[src/rtl/dcp_pkg.sv]
package dcp_pkg;

  typedef enum logic [1:0] {
    ST_IDLE   = 2'd0,
    ST_GATHER = 2'd1,
    ST_CALC   = 2'd2,
    ST_EMIT   = 2'd3
  } dcp_state_e;

  localparam int SIDE_ABOVE = 0;
  localparam int SIDE_LEFT  = 1;
  localparam int NUM_SIDES  = 2;

endpackage

[src/rtl/dcp_side_acc.sv]
module dcp_side_acc #(
  parameter int SAMPLE_W = 8,
  parameter int BLK_DIM  = 16,
  localparam int SUM_W   = SAMPLE_W + $clog2(BLK_DIM),
  localparam int CNT_W   = $clog2(BLK_DIM + 1)
) (
  input  logic                clk,
  input  logic                rst_n,
  input  logic                clr,
  input  logic                enable,
  input  logic                take,
  input  logic [SAMPLE_W-1:0] sample,
  output logic [SUM_W-1:0]    sum,
  output logic                full
);

  localparam logic [CNT_W-1:0] CNT_MAX = CNT_W'(BLK_DIM);

  logic [CNT_W-1:0] cnt_q;
  logic [SUM_W-1:0] sum_q;

  // count only the first BLK_DIM samples of an enabled side
  always_ff @(posedge clk or negedge rst_n) begin
    if (!rst_n) begin
      cnt_q <= '0;
      sum_q <= '0;
    end else if (clr) begin
      cnt_q <= '0;
      sum_q <= '0;
    end else if (take && enable && (cnt_q != CNT_MAX)) begin
      cnt_q <= cnt_q + 1'b1;
      sum_q <= sum_q + SUM_W'(sample);
    end
  end

  assign sum  = sum_q;
  assign full = !enable || (cnt_q == CNT_MAX);

endmodule

[src/rtl/dcp_mean_calc.sv]
module dcp_mean_calc #(
  parameter int SAMPLE_W = 8,
  parameter int BLK_DIM  = 16,
  localparam int SUM_W   = SAMPLE_W + $clog2(BLK_DIM),
  localparam int ACC_W   = SUM_W + 1,
  localparam int SH_ONE  = $clog2(BLK_DIM),
  localparam int SH_TWO  = SH_ONE + 1
) (
  input  logic                above_en,
  input  logic                left_en,
  input  logic [SUM_W-1:0]    above_sum,
  input  logic [SUM_W-1:0]    left_sum,
  output logic [SAMPLE_W-1:0] dc
);

  localparam logic [ACC_W-1:0]    RND_ONE  = ACC_W'(1) << (SH_ONE - 1);
  localparam logic [ACC_W-1:0]    RND_TWO  = ACC_W'(1) << (SH_TWO - 1);
  localparam logic [SAMPLE_W-1:0] FALLBACK = SAMPLE_W'(1) << (SAMPLE_W - 1);

  logic [ACC_W-1:0] total;
  logic [ACC_W-1:0] scaled;

  // a disabled side never accumulates, so its sum stays zero
  assign total = ACC_W'(above_sum) + ACC_W'(left_sum);

  always_comb begin
    scaled = '0;
    dc     = FALLBACK;
    if (above_en && left_en) begin
      scaled = (total + RND_TWO) >> SH_TWO;
      dc     = scaled[SAMPLE_W-1:0];
    end else if (above_en || left_en) begin
      scaled = (total + RND_ONE) >> SH_ONE;
      dc     = scaled[SAMPLE_W-1:0];
    end
  end

endmodule

[src/rtl/dcp_raster_out.sv]
module dcp_raster_out #(
  parameter int SAMPLE_W = 8,
  parameter int BLK_DIM  = 16,
  localparam int NUM_PIX = BLK_DIM * BLK_DIM,
  localparam int IDX_W   = $clog2(NUM_PIX)
) (
  input  logic                clk,
  input  logic                rst_n,
  input  logic                load,
  input  logic [SAMPLE_W-1:0] dc_in,
  input  logic                out_ready,
  output logic                out_valid,
  output logic [SAMPLE_W-1:0] out_data,
  output logic                out_last,
  output logic                fin
);

  localparam logic [IDX_W-1:0] LAST_IDX = IDX_W'(NUM_PIX - 1);

  logic                active_q;
  logic [IDX_W-1:0]    idx_q;
  logic [SAMPLE_W-1:0] data_q;
  logic                beat;

  assign beat = active_q && out_ready;

  always_ff @(posedge clk or negedge rst_n) begin
    if (!rst_n) begin
      active_q <= 1'b0;
      idx_q    <= '0;
      data_q   <= '0;
    end else if (load) begin
      active_q <= 1'b1;
      idx_q    <= '0;
      data_q   <= dc_in;
    end else if (beat) begin
      if (idx_q == LAST_IDX) active_q <= 1'b0;
      else                   idx_q    <= idx_q + 1'b1;
    end
  end

  assign out_valid = active_q;
  assign out_data  = data_q;
  assign out_last  = active_q && (idx_q == LAST_IDX);
  assign fin       = beat && (idx_q == LAST_IDX);

endmodule

[src/rtl/intra_dc_pred_top.sv]
module intra_dc_pred_top #(
  parameter int SAMPLE_W = 8,
  parameter int BLK_DIM  = 16,
  localparam int SUM_W   = SAMPLE_W + $clog2(BLK_DIM)
) (
  input  logic                clk,
  input  logic                rst_n,
  input  logic                start,
  input  logic                above_avail,
  input  logic                left_avail,
  input  logic                nbr_valid,
  output logic                nbr_ready,
  input  logic                nbr_is_left,
  input  logic [SAMPLE_W-1:0] nbr_sample,
  output logic                blk_valid,
  input  logic                blk_ready,
  output logic [SAMPLE_W-1:0] blk_data,
  output logic                blk_last,
  output logic                done
);
  import dcp_pkg::*;

  dcp_state_e state_q, state_d;

  logic [NUM_SIDES-1:0] side_en_q;
  logic [NUM_SIDES-1:0] side_full;
  logic [SUM_W-1:0]     side_sum [NUM_SIDES];
  logic                 clr;
  logic                 nbr_beat;
  logic                 load;
  logic                 fin;
  logic                 done_q;
  logic [SAMPLE_W-1:0]  dc_val;

  assign clr       = (state_q == ST_IDLE) && start;
  assign nbr_ready = (state_q == ST_GATHER) && !(&side_full);
  assign nbr_beat  = nbr_valid && nbr_ready;
  assign load      = (state_q == ST_CALC);

  always_ff @(posedge clk or negedge rst_n) begin
    if (!rst_n)   side_en_q <= '0;
    else if (clr) side_en_q <= {left_avail, above_avail};
  end

  for (genvar g = 0; g < NUM_SIDES; g++) begin : g_side
    logic take;
    assign take = nbr_beat && (nbr_is_left == 1'(g));
    dcp_side_acc #(
      .SAMPLE_W(SAMPLE_W),
      .BLK_DIM (BLK_DIM)
    ) u_acc (
      .clk   (clk),
      .rst_n (rst_n),
      .clr   (clr),
      .enable(side_en_q[g]),
      .take  (take),
      .sample(nbr_sample),
      .sum   (side_sum[g]),
      .full  (side_full[g])
    );
  end

  dcp_mean_calc #(
    .SAMPLE_W(SAMPLE_W),
    .BLK_DIM (BLK_DIM)
  ) u_mean (
    .above_en (side_en_q[SIDE_ABOVE]),
    .left_en  (side_en_q[SIDE_LEFT]),
    .above_sum(side_sum[SIDE_ABOVE]),
    .left_sum (side_sum[SIDE_LEFT]),
    .dc       (dc_val)
  );

  dcp_raster_out #(
    .SAMPLE_W(SAMPLE_W),
    .BLK_DIM (BLK_DIM)
  ) u_out (
    .clk      (clk),
    .rst_n    (rst_n),
    .load     (load),
    .dc_in    (dc_val),
    .out_ready(blk_ready),
    .out_valid(blk_valid),
    .out_data (blk_data),
    .out_last (blk_last),
    .fin      (fin)
  );

  always_comb begin
    state_d = state_q;
    unique case (state_q)
      ST_IDLE: begin
        if (start) state_d = (above_avail || left_avail) ? ST_GATHER : ST_CALC;
      end
      ST_GATHER: begin
        if (&side_full) state_d = ST_CALC;
      end
      ST_CALC: state_d = ST_EMIT;
      ST_EMIT: begin
        if (fin) state_d = ST_IDLE;
      end
      default: state_d = ST_IDLE;
    endcase
  end

  always_ff @(posedge clk or negedge rst_n) begin
    if (!rst_n) begin
      state_q <= ST_IDLE;
      done_q  <= 1'b0;
    end else begin
      state_q <= state_d;
      done_q  <= fin;
    end
  end

  assign done = done_q;

endmodule

[config.mk]
export PLATFORM = sky130hd
export DESIGN_NAME = intra_dc_pred_top
export DESIGN_NICKNAME = d
export VERILOG_FILES = /design/src/rtl/dcp_pkg.sv /design/src/rtl/dcp_side_acc.sv /design/src/rtl/dcp_mean_calc.sv /design/src/rtl/dcp_raster_out.sv /design/src/rtl/intra_dc_pred_top.sv
export SDC_FILE = /design/constraint.sdc
export NUM_CORES = 1
export LEC_CHECK = 0
export ABC_AREA = 1
export CORE_MARGIN = 2
export CORE_UTILIZATION = 25
export CTS_BUF_LIST = sky130_fd_sc_hd__clkbuf_4 sky130_fd_sc_hd__clkbuf_8
export DETAILED_ROUTE_END_ITERATION = 8
export DONT_BUFFER_PORTS = 1
export PLACE_DENSITY = 0.47
export SLEW_MARGIN = 25
export SYNTH_ARGS = -nofsm -noshare
export SYNTH_HDL_FRONTEND = slang
export SYNTH_SLANG_ARGS = --single-unit
[constraint.sdc]
create_clock -name clk -period 3.05 [get_ports clk]
set_clock_uncertainty 0.2 [all_clocks]
set_input_delay 0.61 -clock clk [delete_from_list [all_inputs] [get_ports clk]]
set_output_delay 0.61 -clock clk [all_outputs]
set_load 0.02 [all_outputs]
==> results of run 1 <==
## synthesized netlist by cell type, types with 3 or more instances
| cell | number |
|---|---|
| nand2_1 | 167 |
| inv_1 | 92 |
| dfrtp_1 | 56 |
| nand3_1 | 43 |
| o21ai_0 | 42 |
| nor2_1 | 41 |
| ha_1 | 39 |
| a21oi_1 | 36 |
| nand4_1 | 12 |
| nor3_1 | 10 |
| nand2_2 | 9 |
| nor2_2 | 8 |
| o31ai_1 | 5 |
| xnor2_1 | 5 |
| xor2_1 | 5 |
| a31oi_1 | 4 |
| a22o_1 | 3 |
| nand2_4 | 3 |
| nand3_2 | 3 |
| o22ai_1 | 3 |
## metrics by stage
stage	hold slack, ns	util	cell area [um^2]	power (mW)
after floorplan	0.114	-	4360	1.76
after global placement	0.117	0.271	4660	2.00
after detailed placement	0.118	0.271	4660	2.03
after CTS	0.143	0.279	4790	2.54
after global routing	0.133	0.279	4790	2.73
final	0.156	0.279	4790	2.49
## final cells by class
class | instances | area, um^2 | share of cell area
clock buffers | 5 | 68.8 | 0.0144
clock inverters | 3 | 26.3 | 0.00549
inverters | 95 | 357 | 0.0745
multi-input cells | 461 | 2590 | 0.540
flip-flops and latches | 56 | 1400 | 0.293
well taps | 225 | 282 | 0.0588
repair buffers | 6 | 67.6 | 0.0141
## registers in the layout, summed over array words and instances, names as in the netlist
signal and cells:
g_side.u_acc.cnt_q 10, u_out.out_valid 1, u_out.idx_q 8, g_side.u_acc.sum 24, side_en_q 2, u_out.out_data 8
done 1, state_q 2
## kinds of logic (layout without fill, tap and decap cells)
| group | count (synthesis) | in the layout |
|---|---|---|
| buffers and inverters | 98 | 109 |
| AND/OR/NAND/NOR | 305 | 305 |
| flip-flops | 56 | 56 |
| adder cells (fa/ha/maj) | 41 | 41 |
| AO/OA/AOI/OAI | 105 | 105 |
| XOR/XNOR | 10 | 10 |
## power by group through the flow
stage / clock [mW] / combinational, mW / sequential, mW
5_1_grt: 0.519 / 1.16 / 1.06
3_3_place_gp: 0 / 0.961 / 1.04
3_5_place_dp: 0 / 0.975 / 1.05
2_1_floorplan: 0 / 0.754 / 1.01
4_1_cts: 0.498 / 1.00 / 1.04
6_report: 0.473 / 0.988 / 1.03
## final timing paths
kind                       slack (ns)                  endpoint
max                              0.31         u_out.out_data[7]
min                              0.16              side_en_q[1]
max reg2reg                      0.31         u_out.out_data[7]
min reg2reg                      0.34  g_side[1].u_acc.cnt_q[4]
max in group asynchronous        1.80    g_side[0].u_acc.sum[6]
min in group asynchronous        0.57         u_out.out_data[4]
## per-layer routing
| layer | track usage | up-vias | routed length [um] |
|---|---|---|---|
| met5 | 0 | - | 0 |
| met4 | 0.0394 | 0 | 161 |
| met3 | 0.0295 | 10 | 416 |
| met2 | 0.219 | 48 | 5270 |
| met1 | 0.165 | 1821 | 5310 |
| li1 | - | 2033 | - |
## worst register-to-register path: cells and delay by family (launching register included)
kind,cells,cell delay [ns]
xor+xnor,1,0.47
simple gates,10,0.90
fa+ha+maj,2,0.66
flops,1,0.43
==> summary.md, run 1 <==
| Metric | Value |
|---|---|
| Status | finished clean |
| P_int | 1.38 mW |
| Max Buffers Root-to-Sink | 2 |
| PostCTS Resize Cnt | 0 |
| Worst Hold Path Cells | 2 |
| Post-route worst setup slack | 0.314 ns |
| Setup WS pre-CTS | 0.315 ns |
| Grt total ovfl | 0 |
| Largest net degree at the start of global routing | 57 |
| Drt pass-1 iters | 5 |
| Final non-filler cell total | 851 |
| Antenna viol nets, final | 0 |
| Post-synthesis sequential area ratio | 0.321 |
| Slowest stage delay, CP | 0.47 ns |
| Clk Latency, worst-skew pair | 0.35 ns |
| Synth area leader | dfrtp_1 |
| Top cells by area, synth | dfrtp_1 32%, nand2_1 14%, ha_1 11%, inv_1 7.9%, nand3_1 4.9% |
| PD cells | 520 mW/mm^2 |
| Clk pwr share | 0.190 |
| Yosys Warn Count | 0 |
| Rel. slew slack | 0.610 |
| Area share of and/or/nand/nor cells after synthesis | 0.316 |
| Levels on crit path | 13 |
| VDD IR-drop max | 0.212 mV |
| CTS Root Cell | clkbuf_8 |
| Netlist Area Pre-Place | 0.00436 mm^2 |
| Critical path endpoint category | flop |
| Hold Path Class | in2reg |
| Mapped Cells | 615 |
| Vias | 3912 |
| Initial DRC Count | 168 |
| Num rows | 48 |
| Die area | 0.0185 mm^2 |
| Vias per std cell | 4.60 |
| Largest family of logic cells by synthesized area | simple AND/OR/NAND/NOR gates |
| Mux cell area share after synthesis | 0 |
| Cells after DPL | 841 |
| Crit path DAT | 2.80 ns |
| GPL Wtd Cong | 0.887 |
| Clock Sink Count | 56 |
| Worst EP required | 3.11 ns |
| Clock-pin slew on the worst setup and hold paths | 0.13 ns |
| Setup TNS | 0 ns |
| DR DRC count | 0 |
| Logic pwr share | 0.396 |
| Worst Min Path Start | left_avail |
| Top_reg_cell synth | dfrtp_1 |
| Share of post-route cells with drive strength above 1 | 0.0703 |
| Synth Register Bits | 56 |
| Initial antenna violation count | 0 |
| First-pass GRT wire length | 19000 um |
| Syn_nets | 672 |
| Complex-gate fraction of the synthesized area | 0.136 |
| CTS tree | built |
| Die Wd | 136 um |
| Clock period minus worst slack | 2.74 ns |
| Delay-heaviest family, CP | simple AND/OR/NAND/NOR gates |
| Net switching share of the total power | 0.448 |
| Least-Margin Pin Slew | 0.580 ns |
| Psw | 1.12 mW |
| Adder-cell share of the synthesized area | 0.121 |
| Post-synth cell types | 40 |
| Worst r2r src | g_side[1].u_acc.sum[1] |
| Period utilization | 0.897 |
| Crit-path cells | ha_1 -> nand3_1 -> nand2_1 -> nand2_1 -> xnor2_1 -> ha_1 -> nand3_2 -> nor2_2 -> nand2_1 -> nand2_1 -> nand3_1 -> nand3_1 -> nand2_1 |
| Number of global-route vias before repair | 3914 |
| Post-CTS Repair Setup Buffers | 0 |
| IO Pins | 28 |
| Starting Density | 0.254 |
| Fillers | 1920 |
| Crit-path max FO | 6 |
| Fin nets | 682 |
| Critical Path Start Type | flop |
| N_diodes | 0 |
| DRT Wirelength | 11200 um |
| Htree depth | 2 |
| Core Region | 0.0172 mm^2 |
| XOR/XNOR Fraction of Synth Area | 0.0201 |
| Seq pwr share | 0.414 |
| Slew Limit Fails | 0 |
| Critical Path Source | g_side[1].u_acc.sum[1] |
| CP dominant cell by count | nand2_1 |
| Endpoints failing setup | 0 |
| Ys async rst share | 1.00 |
| LEAKAGE | 2.37 nW |
| Inserted Clock Buffers | 5 |
| Port-buffer cells | 0 |
| RSZ-0062 raised after global routing | no |
| Total GRT Usage | 0.130 |
| Leading cell type in the layout, fill and taps excluded | nand2_1 |
| Max cap viols | 0 |
| Syn Area/Cell | 7.09 um^2 |
| # hold bufs at CTS | 2 |
| Area growth from synthesis to layout | 9.84% |
| Hold Vio Cnt, Final | 0 |
| Post-DP HPWL | 8780 um |
| Fmax | 0.366 GHz |
| Cells on worst reg2reg path | 13 |
| Yosys top cell area share | 0.321 |
| Post-synth EDFFs | 0 |
| Die Ht | 136 um |
| DR WL/cell | 13.1 um |
| Buf/Inv on CP | 0 |
| WS Path Type | reg2reg |
| Crit-path slowest cell | xnor2_1 |
| Most frequent cells in the layout | 167 x nand2_1, 92 x inv_1, 56 x dfrtp_1 |
Power figures use the tool's default switching activity.
==> run 2: changes to the inputs <==
Settings changed: CORE_ASPECT_RATIO from default to 0.75.
Clock period 3.05 ns to 3.4 ns, I/O delays scaled along.
==> summary.md, run 2 (synthesis results as in run 1) <==
| Metric | Value |
|---|---|
| Crit path DAT | 2.80 ns |
| Area growth from synthesis to layout | 9.10% |
| Vias per std cell | 4.66 |
| Share of post-route cells with drive strength above 1 | 0.0658 |
| Post-DP HPWL | 8980 um |
| Fillers | 1863 |
| Fin nets | 679 |
| Hold Path Class | in2reg |
| Starting Density | 0.258 |
| Max cap viols | 0 |
| First-pass GRT wire length | 19300 um |
| Htree depth | 2 |
| LEAKAGE | 2.36 nW |
| Fin area | 0.00476 mm^2 |
| Rel. slew slack | 0.615 |
| Largest net degree at the start of global routing | 57 |
| Leading cell type in the layout, fill and taps excluded | nand2_1 |
| Clock-pin slew on the worst setup and hold paths | 0.11 ns |
| WS Path Type | reg2reg |
| Clock period minus worst slack | 2.76 ns |
| Clk Latency, worst-skew pair | 0.35 ns |
| DR WL/cell | 13.5 um |
| Least-Margin Pin Slew | 0.576 ns |
| N_diodes | 0 |
| Post-CTS Repair Setup Buffers | 0 |
| Critical path endpoint category | flop |
| Grt total ovfl | 0 |
| Setup TNS | 0 ns |
| Antenna viol nets, final | 0 |
| Port-buffer cells | 0 |
| Number of flip-flops in the largest register | 24 |
| Hold slack final | 0.232 ns |
| CTS Root Cell | clkbuf_8 |
| Multi-input logic area | 0.00259 mm^2 |
| Slew Limit Fails | 0 |
| Fmax | 0.363 GHz |
| Die area | 0.0185 mm^2 |
| PostCTS Resize Cnt | 0 |
| DRT Wirelength | 11400 um |
| CTS tree | built |
| Drt pass-1 iters | 5 |
| Most frequent cells in the layout | 167 x nand2_1, 92 x inv_1, 56 x dfrtp_1 |
| PD cells | 473 mW/mm^2 |
| Period utilization | 0.810 |
| DR DRC count | 0 |
| FF+latch area | 0.00140 mm^2 |
| Worst EP required | 3.45 ns |
| Cells after DPL | 828 |
| Hold Vio Cnt, Final | 0 |
| Final core occ | 0.281 |
| Status | finished clean |
| Inserted Clock Buffers | 5 |
| Crit-path max FO | 6 |
| Initial antenna violation count | 0 |
| RSZ-0062 raised after global routing | no |
| GPL Wtd Cong | 0.866 |
| Number of global-route vias before repair | 3803 |
| Num rows | 41 |
| VDD IR-drop max | 0.170 mV |
| Total GRT Usage | 0.130 |
| Initial DRC Count | 265 |
| Endpoints failing setup | 0 |
| Critical Path Start Type | flop |
| Core Region | 0.0169 mm^2 |
| Die Wd | 156 um |
| IO Pins | 28 |
| Placed cell area | 0.00462 mm^2 |
| Clock Sink Count | 56 |
| Die Ht | 118 um |
| Final non-filler cell total | 838 |
| Max Buffers Root-to-Sink | 2 |
| Vias | 3901 |
-- run 2: changes by cell type in the layout (fill, tap and decap cells not counted) --
cell and delta:
buf_4 -3, clkinvlp_4 -2, inv_6 +2
-- run 2: repair_timing --
action	in CTS	in global routing
endpoints found under the setup margin	0	0
hold buffers	2	0
hold endpoints to repair	56	0
-- run 2: metrics by stage --
stage,worst slack (ns),total power [mW]
after floorplan,1.04,1.58
after global placement,0.779,1.81
after detailed placement,0.678,1.82
after CTS,0.654,2.28
after global routing,0.355,2.45
final,0.644,2.25
-- run 2: worst paths after layout --
kind | from | to | slack [ns] | cells after the start
hold reg to reg | g_side[1].u_acc.sum[2] | g_side[1].u_acc.sum[2] | 0.34 | 2
max in group asynchronous | rst_n | g_side[1].u_acc.sum[4] | 2.10 | 2
hold / removal | above_avail | side_en_q[0] | 0.23 | 2
min in group asynchronous | rst_n | g_side[0].u_acc.cnt_q[4] | 0.63 | 2
setup / recovery | g_side[0].u_acc.sum[1] | u_out.out_data[7] | 0.64 | 13
setup reg to reg | g_side[0].u_acc.sum[1] | u_out.out_data[7] | 0.64 | 13
-- run 2: report_power, final --
part	total, mW	switching [mW]	leakage [nW]	internal [mW]
sequential	0.930	0.151	0.755	0.779
combinational	0.891	0.594	1.56	0.297
clock	0.431	0.274	0.0511	0.157
-- run 2: layout make-up --
| type | count | area share |
|---|---|---|
| sequential | 56 | 0.295 |
| multi-input combinational | 461 | 0.544 |
| tap | 215 | 0.0565 |
| inverter | 95 | 0.0750 |
| clock buffer | 5 | 0.0145 |
| timing repair buffer | 3 | 0.00947 |
| clock inverter | 3 | 0.00605 |
-- run 2: critical path: stages (launching register included) --
cell and delay [ns]:
dfrtp_1 0.42, ha_1 0.32, nand3_1 0.12, nand2_1 0.13, nand2_1 0.08, xnor2_1 0.42
ha_1 0.34, nand3_2 0.12, nor2_2 0.17, nand2_1 0.07, nand2_1 0.06, nand3_1 0.06
nand3_1 0.11, nand2_1 0.05
-- run 2: routing by layer --
| metal | up-vias | wire, um | track usage |
|---|---|---|---|
| li1 | 2032 | - | - |
| met4 | 0 | 180 | 0.0396 |
| met5 | - | 0 | 0 |
| met1 | 1786 | 6020 | 0.189 |
| met3 | 12 | 553 | 0.0279 |
| met2 | 71 | 4590 | 0.191 |
==> run 3: changes to the inputs <==
Settings changed: ABC_AREA 1 to 0, PLACE_DENSITY 0.47 to 0.49.
Clock period 3.4 ns to 2.5 ns, I/O delays scaled along.
==> summary.md, run 3 <==
| Metric | Value |
|---|---|
| Grt total ovfl | 0 |
| Ys async rst share | 1.00 |
| Crit-path cells | ha_4 -> a21o_4 -> a2111oi_4 -> a21oi_4 -> a41o_4 -> or3_4 -> a21o_2 -> mux2i_1 -> a211oi_2 |
| Num rows | 40 |
| Period utilization | 1.11 |
| Worst r2r src | g_side[1].u_acc.sum[4] |
| Fmax | 0.359 GHz |
| Endpoints failing setup | 8 |
| Number of global-route vias before repair | 3417 |
| Starting Density | 0.254 |
| Yosys top cell area share | 0.347 |
| Levels on crit path | 9 |
| First-pass GRT wire length | 17600 um |
| Mapped Cells | 462 |
| Hold EP | side_en_q[1] |
| Rel. slew slack | 0.690 |
| Antenna viol nets, final | 0 |
| Crit-path slowest cell | dfrtp_1 |
| Worst Hold Path Cells | 2 |
| Syn Area/Cell | 8.75 um^2 |
| Critical Path Source | g_side[1].u_acc.sum[4] |
| Post-synth cell types | 51 |
| Synth area leader | dfrtp_1 |
| CTS Root Cell | clkbuf_8 |
| Die area | 0.0172 mm^2 |
| Share of post-route cells with drive strength above 1 | 0.295 |
| Worst Min Path Start | left_avail |
| Inserted Clock Buffers | 5 |
| Drt pass-1 iters | 4 |
| Core Region | 0.0159 mm^2 |
| Net switching share of the total power | 0.329 |
| Final non-filler cell total | 746 |
| Overall power | 2.38 mW |
| Status | finished with violations |
| Yosys Warn Count | 0 |
| Clk Latency, worst-skew pair | 0.33 ns |
| Largest net degree at the start of global routing | 57 |
| Total GRT Usage | 0.129 |
| Die Ht | 114 um |
| Syn_nets | 519 |
| Worst EP required | 2.50 ns |
| GPL Wtd Cong | 0.830 |
| Post-synth EDFFs | 0 |
| FF-to-FF setup slack | -0.28 ns |
| Leading cell type in the layout, fill and taps excluded | buf_4 |
| DR WL/cell | 14.2 um |
| Hold Vio Cnt, Final | 0 |
| Clock-pin slew on the worst setup and hold paths | 0.10 ns |
| Max Buffers Root-to-Sink | 2 |
| Seq pwr share | 0.469 |
| Delay-heaviest family, CP | compound AO/OA/AOI/OAI gates |
| IO Pins | 28 |
| Hold Path Class | in2reg |
| Synth Register Bits | 56 |
| Area growth from synthesis to layout | 33.0% |
| RR Endpoint | u_out.out_data[7] |
| Least-Margin Pin Slew | 0.459 ns |
| Psw | 0.783 mW |
| Buf/Inv on CP | 0 |
| PD cells | 443 mW/mm^2 |
| VDD IR-drop max | 0.234 mV |
| Slew Limit Fails | 0 |
| Count leader, synth | dfrtp_1 |
| Fin nets | 592 |
| Top_reg_cell synth | dfrtp_1 |
| Number of flip-flops in the largest register | 24 |
| Top cells by area, synth | dfrtp_1 35%, ha_1 12%, nor2_1 5.1%, xor2_1 4.5%, nand2_1 4.5% |
| Post-DP HPWL | 7950 um |
| Die Wd | 151 um |
| Logic pwr share | 0.262 |
| RSZ-0062 raised after global routing | yes |
| Clk pwr share | 0.269 |
| N_diodes | 0 |
| Max cap viols | 0 |
| DR DRC count | 0 |
| P_int | 1.60 mW |
| CTS tree | built |
| Clock period minus worst slack | 2.78 ns |
| DRT Wirelength | 10600 um |
| Setup TNS | -1.48 ns |
| LEAKAGE | 2.48 nW |
| Most frequent cells in the layout | 72 x buf_4, 56 x dfrtp_1, 52 x nor2_1 |
| Crit path DAT | 2.78 ns |
| Port-buffer cells | 0 |
| Vias per std cell | 4.63 |
| Initial antenna violation count | 0 |
| Synth cell count leaders | 56 x dfrtp_1, 55 x nor2_1, 48 x nand2_1, 39 x ha_1, 31 x a21oi_1 |
| Crit-path max FO | 5 |
| Initial DRC Count | 216 |
| Vias | 3453 |
| Failing checks | negative setup slack |
| Cells on worst reg2reg path | 9 |
| Post-synthesis sequential area ratio | 0.347 |
| Slowest stage delay, CP | 0.42 ns |
| Htree depth | 2 |
| WS Path Type | reg2reg |
| Critical Path Start Type | flop |
| Critical path endpoint category | flop |
| Clock Sink Count | 56 |
| Netlist Area Pre-Place | 0.00404 mm^2 |
| Post-route worst setup slack | -0.283 ns |
| Cells after DPL | 726 |
-- run 3: how the worst max path moves through the flow --
stage	to	slack (ns)
2_1_floorplan	u_out.out_data[4]	-0.12
3_3_place_gp	u_out.out_data[7]	-0.35
3_5_place_dp	u_out.out_data[7]	-0.41
4_1_cts	u_out.out_data[7]	-0.25
5_1_grt	u_out.out_data[3]	-0.39
6_report	u_out.out_data[7]	-0.28
-- run 3: power by group through the flow --
stage	logic (mW)	registers, mW	clock network (mW)
4_1_cts	0.612	1.12	0.672
5_1_grt	0.714	1.13	0.711
3_5_place_dp	0.573	1.13	0
2_1_floorplan	0.430	1.11	0
6_report	0.624	1.12	0.641
3_3_place_gp	0.561	1.13	0
-- run 3: per-layer routing --
metal  track usage  share of wire
met4        0.0249         0.0037
met1         0.187           0.50
met2         0.198           0.45
met3        0.0267          0.045
met5             0              0
-- run 3: layout make-up --
| cell class | count | area, um^2 |
|---|---|---|
| clock buffer | 6 | 76.3 |
| clock inverter | 2 | 38.8 |
| fill | 1656 | 10500 |
| inverter | 29 | 109 |
| multi-input combinational | 362 | 2830 |
| sequential | 56 | 1400 |
| tap | 210 | 263 |
| timing repair buffer | 81 | 657 |
-- run 3: logic make-up after synthesis --
kind of cell / share of synthesized area
AND/OR/NAND/NOR: 0.206
AO/OA/AOI/OAI: 0.150
flip-flops: 0.347
buffers and inverters: 0.0477
adder cells (fa/ha/maj): 0.131
XOR/XNOR: 0.0820
multiplexers: 0.0371
-- run 3: timing repair --
| action | CTS | global route |
|---|---|---|
| pin swaps | 17 | 25 |
| hold buffers | 2 | 0 |
| resized for setup | 34 | 47 |
| buffers inserted | 7 | 4 |
| endpoints found under the hold margin | 56 | 0 |
| setup endpoints to repair | 15 | 20 |
-- run 3: worst reg2reg max path, cell delays in order (launching register included) --
cell,delay [ns]
dfrtp_1,0.42
ha_4,0.26
a21o_4,0.24
a2111oi_4,0.34
a21oi_4,0.12
a41o_4,0.29
or3_4,0.36
a21o_2,0.22
mux2i_1,0.16
a211oi_2,0.06
-- run 3: through the flow --
stage	instance area, um^2	utilization	setup WS, ns	hold slack [ns]
finish	5380	0.338	-0.283	0.0884
global route	5380	0.338	-0.388	0.0603
CTS	5150	0.324	-0.250	0.0709
detailed placement	4820	0.303	-0.406	0.00738
global placement	4820	0.303	-0.355	0.00673
floorplan	4130	-	-0.124	0.00441
